$ cat src/rtl/link_req_handler.sv
module link_req_handler #(
  parameter int ADDR_W   = 4,
  parameter int DATA_W   = 8,
  parameter int IDLE_CYC = 4
) (
  input  logic              clk,
  input  logic              rst_n,
  input  logic              lreq,
  input  logic              rx_active,
  input  logic              rx_end,
  input  logic              bus_won,
  input  logic              tx_active,
  input  logic              tx_done,
  output logic              req_valid,
  output logic [2:0]        req_type,
  output logic              grant,
  output logic              lost,
  output logic              reg_rd,
  output logic              reg_wr,
  output logic [ADDR_W-1:0] reg_addr,
  output logic [DATA_W-1:0] reg_wdata
);

  localparam int SHORT_LEN = 1 + 3 + ADDR_W + 1;
  localparam int LONG_LEN  = SHORT_LEN + DATA_W;
  localparam int SH_W      = ADDR_W + DATA_W;
  localparam int CNT_W     = $clog2(LONG_LEN);
  localparam int IC_W      = $clog2(IDLE_CYC + 1);

  localparam logic [2:0] C_REL  = 3'd0;
  localparam logic [2:0] C_IMM  = 3'd1;
  localparam logic [2:0] C_ISO  = 3'd2;
  localparam logic [2:0] C_PRI  = 3'd3;
  localparam logic [2:0] C_FAIR = 3'd4;
  localparam logic [2:0] C_RD   = 3'd5;
  localparam logic [2:0] C_WR   = 3'd6;

  logic             busy, rx_seen, rx_q, gnt_iso;
  logic [CNT_W-1:0] idx;
  logic [2:0]       ftype;
  logic [SH_W-1:0]  sh;
  logic [IC_W-1:0]  idle_cnt;

  wire is_wr     = (ftype == C_WR);
  wire last      = busy && (idx == (is_wr ? CNT_W'(LONG_LEN - 2) : CNT_W'(SHORT_LEN - 2)));
  wire frame_ok  = last && !lreq;
  wire rx_any    = rx_seen || rx_active;
  wire rx_rise   = rx_active && !rx_q;
  wire is_bus    = (ftype == C_IMM) || (ftype == C_ISO) || (ftype == C_PRI) || (ftype == C_FAIR);
  wire rx_block  = rx_any && ((ftype == C_PRI) || (ftype == C_FAIR));
  wire take_req  = frame_ok && is_bus && !rx_block;
  wire bus_idle  = !rx_active && !tx_active;

  // serial frame capture
  always_ff @(posedge clk) begin
    if (!rst_n) begin
      busy    <= 1'b0;
      idx     <= '0;
      ftype   <= '0;
      sh      <= '0;
      rx_seen <= 1'b0;
    end else if (!busy) begin
      if (lreq) begin
        busy    <= 1'b1;
        idx     <= '0;
        ftype   <= '0;
        rx_seen <= rx_active;
      end
    end else begin
      rx_seen <= rx_any;
      if (last) begin
        busy <= 1'b0;
      end else begin
        idx <= idx + 1'b1;
        if (idx < CNT_W'(3)) ftype <= {ftype[1:0], lreq};
        else                 sh    <= {sh[SH_W-2:0], lreq};
      end
    end
  end

  // register access strobes
  always_ff @(posedge clk) begin
    if (!rst_n) begin
      reg_rd    <= 1'b0;
      reg_wr    <= 1'b0;
      reg_addr  <= '0;
      reg_wdata <= '0;
    end else begin
      reg_rd <= frame_ok && (ftype == C_RD);
      reg_wr <= frame_ok && is_wr;
      if (frame_ok && is_wr) begin
        reg_addr  <= sh[SH_W-1:DATA_W];
        reg_wdata <= sh[DATA_W-1:0];
      end else if (frame_ok && (ftype == C_RD)) begin
        reg_addr  <= sh[ADDR_W-1:0];
      end
    end
  end

  // pending request and grant tracking
  always_ff @(posedge clk) begin
    if (!rst_n) begin
      req_valid <= 1'b0;
      req_type  <= '0;
      grant     <= 1'b0;
      gnt_iso   <= 1'b0;
      lost      <= 1'b0;
      rx_q      <= 1'b0;
      idle_cnt  <= '0;
    end else begin
      rx_q <= rx_active;
      lost <= 1'b0;
      if (frame_ok && ftype == C_REL) begin
        req_valid <= 1'b0;
        grant     <= 1'b0;
        gnt_iso   <= 1'b0;
      end else if (req_valid) begin
        if (req_type == C_IMM) begin
          if (rx_end) begin
            grant     <= 1'b1;
            gnt_iso   <= 1'b0;
            req_valid <= 1'b0;
          end
        end else if (rx_rise) begin
          lost      <= 1'b1;
          req_valid <= 1'b0;
        end else if (bus_won) begin
          grant     <= 1'b1;
          gnt_iso   <= (req_type == C_ISO);
          idle_cnt  <= '0;
          req_valid <= 1'b0;
        end
      end else if (grant) begin
        if (tx_done) begin
          grant <= 1'b0;
        end else if (gnt_iso) begin
          if (!bus_idle)                           idle_cnt <= '0;
          else if (idle_cnt == IC_W'(IDLE_CYC - 1)) grant   <= 1'b0;
          else                                     idle_cnt <= idle_cnt + 1'b1;
        end
      end else if (take_req) begin
        req_valid <= 1'b1;
        req_type  <= ftype;
      end
    end
  end

  p_lost_pulse_r5: assert property (@(posedge clk) disable iff (!rst_n)
    lost |=> !lost);
  p_lost_drop_r5: assert property (@(posedge clk) disable iff (!rst_n)
    lost |-> !req_valid && $past(req_valid));
  p_hold_type_r4: assert property (@(posedge clk) disable iff (!rst_n)
    (req_valid && $past(req_valid)) |-> $stable(req_type));
  p_grant_src_r6: assert property (@(posedge clk) disable iff (!rst_n)
    $rose(grant) |-> ($past(bus_won) || $past(rx_end)));
  p_excl_r6: assert property (@(posedge clk) disable iff (!rst_n)
    !(grant && req_valid));
  p_idle_bound_r9: assert property (@(posedge clk) disable iff (!rst_n)
    idle_cnt < IC_W'(IDLE_CYC));
  p_release_r8: assert property (@(posedge clk) disable iff (!rst_n)
    (frame_ok && ftype == C_REL) |=> (!grant && !req_valid && !lost));
  p_bad_stop_r2: assert property (@(posedge clk) disable iff (!rst_n)
    (last && lreq) |=> (!reg_rd && !reg_wr));

endmodule

$ cat config.mk
export PLATFORM = sky130hd
export DESIGN_NAME = link_req_handler
export DESIGN_NICKNAME = d
export VERILOG_FILES = /design/src/rtl/link_req_handler.sv
export SDC_FILE = /design/constraint.sdc
export NUM_CORES = 1
export LEC_CHECK = 0
export BUFFER_PORTS_ARGS = -buffer_cell sky130_fd_sc_hd__clkbuf_2
export CORE_AREA = 2 2 63 65
export DETAILED_ROUTE_END_ITERATION = 10
export DIE_AREA = 0 0 65 67
export PLACE_DENSITY = 0.82
export SYNTH_ARGS = -nofsm -noshare
export SYNTH_HDL_FRONTEND = slang
export SYNTH_SLANG_ARGS = --single-unit
$ cat constraint.sdc
create_clock -name clk -period 4.59 [get_ports clk]
set_input_delay 0.6885 -clock clk [delete_from_list [all_inputs] [get_ports clk]]
set_output_delay 0.6885 -clock clk [all_outputs]
set_load 0.01 [all_outputs]
==> impl_metrics.tcl <==
set metrics [dict create \
    syn-num-nets 239 \
    layout_setup_ws_ns 2.58 \
    hold_ws_ns 0.465 \
    worst_r2r_endpoint "reg_addr[1]" \
    critPathCapture "idle_cnt[2]" \
    grt_max_degree 58 \
    drive_above_1_share_pct 16.9 \
    diodes 0 \
    final_hold_viol_count 0 \
    hold_class "flip-flop to flip-flop" \
    arrival_ns 2.26 \
    overflow 0 \
    fin_crit_ns 2.01 \
    maxCapViolations 0 \
    antenna_found_initial 0 \
    synth_edf_count 0 \
    die_x_um 65 \
    wire_per_inst_um 13.1 \
    fin_crit_sh_pct 43.8 \
    drc 0 \
    reg2reg_setup_slack_ns 2.60 \
    status "completed" \
    die-area_sq_mm 0.00436 \
    timing.fmax_mhz 497 \
    finalCoreUtilization_pct 63.9 \
    cts.sinks 47 \
    crit_start "rst_n" \
    cp_max_fo 57 \
    pre_cts_ws_ns 2.28 \
    fin_area_sq_mm 0.00230 \
    dp.cells 289 \
    cp-end-kind "flip-flop" \
    die_y_um 67 \
    final-setup-viol-count 0 \
    regArea_sq_um 941 \
    firstDrtPassIters 4 \
    syn_avg_cell_area_sq_um 9.16 \
    cts_setup_buffers 0 \
    h-tree-depth 2 \
    worst_pin_slew_ns 0.953 \
    postCtsResizedCells 0 \
    viasPerCell 5.52 \
    cts-root-buf "clkbuf_8" \
    ys_types 44 \
    yosys_register_bits 47 \
    fin_nets 259 \
    dpl.hpwl_um 2610 \
    p_leak_nw 0.895 \
    n_fill_cell 315 \
    fin_cells 296 \
    power.density_mw_per_mm2 322 \
    reg2reg_depth 6 \
    synthCells 228 \
    criticalPathCategory "input pin to flip-flop" \
    ctsHoldBuffers 0 \
    grt_pass1_wl_um 6870 \
    timing.final.max_slew_violations 0 \
    area_growth_syn_to_layout_pct 10.3 \
    rsz0062_at_grt "no" \
    placed_area_sq_mm 0.00220 \
    rows 22 \
    synth.cell_area_sq_mm 0.00209 \
    slew_headroom_pct 36.5 \
    skew_ns 0.00661 \
    clkLatencyLatePin_ns 0.30 \
    rr_startpoint "idx[0]" \
    wirelength_um 3870 \
    ys_seq_area_share_pct 45.0 \
    vias 1633 \
    coreArea_sq_mm 0.00361 \
    worst_ir_drop_vdd_mv 0.228 \
    groute.usage.overall_pct 20.5 \
    setup_tns_ns 0 \
    path_clk_slew_ns 0.09 \
    io_buffers 27 \
    cts_made_buffers 5 \
    ant_nets 0 \
    ios 28 \
    critical_path_required_ns 4.84 \
    synthFlopType "dfxtp_1" \
    synthArstFlopShare_pct 0 \
    first_iter_violations 79 \
    worstSetupStartpointType "input pin" \
    tritoncts "done" \
    floorplan.initialDensity_pct 57.9 \
    p_total_mw 0.742 \
    gp_congestion 0.784 \
    grt_pass1_vias 1518 \
    multi_input_area_sq_mm 0.00106 \
    yosysWarnings 0 \
    cts_max_path_buffers 2 \
]
logic make-up (layout without fill, tap and decap cells):
| group | after synthesis | after routing | synth area share, % |
|---|---|---|---|
| buf+inv | 15 | 35 | 4.31 |
| flops | 47 | 47 | 45.0 |
| compound gates | 49 | 49 | 13.4 |
| simple gates | 94 | 94 | 25.8 |
| fa+ha+maj | 3 | 3 | 1.80 |
| xor+xnor | 4 | 4 | 2.04 |
| mux | 16 | 16 | 7.66 |
synth_stat cells, types with 2 or more instances:
| library cell | number | area share, % |
|---|---|---|
| nor3b_1 | 5 | 1.8 |
| dfxtp_1 | 47 | 45 |
| nand3b_1 | 3 | 1.1 |
| nand2b_1 | 2 | 0.60 |
| nand2_1 | 26 | 4.7 |
| nor2_1 | 8 | 1.4 |
| o21ai_0 | 27 | 6.5 |
| and2_1 | 4 | 1.2 |
| xnor2_1 | 3 | 1.3 |
| a21oi_1 | 8 | 1.9 |
| mux2i_1 | 16 | 7.7 |
| a21oi_2 | 2 | 0.84 |
| nand4_1 | 4 | 1.2 |
| nor2b_1 | 10 | 3.0 |
| and3b_1 | 2 | 0.84 |
| buf_4 | 2 | 0.72 |
| nor3_1 | 2 | 0.48 |
| nand3_1 | 19 | 4.6 |
| ha_1 | 3 | 1.8 |
| clkbuf_1 | 8 | 1.4 |
| a31oi_1 | 4 | 1.2 |
report_power, final:
part / leakage (nW) / total [mW] / switching [mW] / internal, mW
clock: 0.0502 / 0.297 / 0.138 / 0.159
combinational: 0.465 / 0.0292 / 0.0179 / 0.0112
sequential: 0.380 / 0.416 / 0.00535 / 0.411
total: 0.895 / 0.742 / 0.161 / 0.581
critical path: stages:
cell and delay, ns:
clkbuf_2 0.70, nor4b_1 0.50, and4b_1 0.26, a31o_2 0.09
per-layer routing:
metal | wire length, um | vias to the layer above | track usage [%]
li1 | - | 848 | -
met1 | 1930 | 752 | 27.3
met2 | 1730 | 25 | 31.3
met3 | 125 | 8 | 5.24
met4 | 76 | 0 | 9.04
met5 | 0 | - | 0
worst min-delay path by stage:
| stage | from | end | slack (ns) | cells after the start |
|---|---|---|---|---|
| floorplan | sh[11] | sh[11] | 0.44 | 2 |
| global placement | sh[11] | sh[11] | 0.45 | 2 |
| detailed placement | sh[11] | sh[11] | 0.46 | 2 |
| CTS | sh[11] | sh[11] | 0.47 | 2 |
| global route | sh[11] | sh[11] | 0.50 | 2 |
| finish | sh[11] | sh[11] | 0.47 | 2 |
registers in the layout, indices dropped and copies added (netlist names), 3 cells and up:
name,flops
sh,12
reg_wdata,8
idx,5
reg_addr,4
ftype,3
idle_cnt,3
req_type,3
placed cells by master (no fill, tap or decap), types with 8 or more instances in the layout:
cell type and n:
dfxtp_1 47, o21ai_0 27, clkbuf_2 27, nand2_1 26, nand3_1 19, mux2i_1 16
nor2b_1 10, a21oi_1 8, nor2_1 8
cell type report:
| type | count | area share [%] |
|---|---|---|
| tap | 48 | 2.61 |
| timing repair buffer | 27 | 5.86 |
| clock buffer | 5 | 2.99 |
| sequential | 47 | 40.8 |
| clock inverter | 2 | 1.63 |
| multi-input combinational | 166 | 45.9 |
| inverter | 1 | 0.163 |
Note: power is estimated with default switching activity, not from simulation.
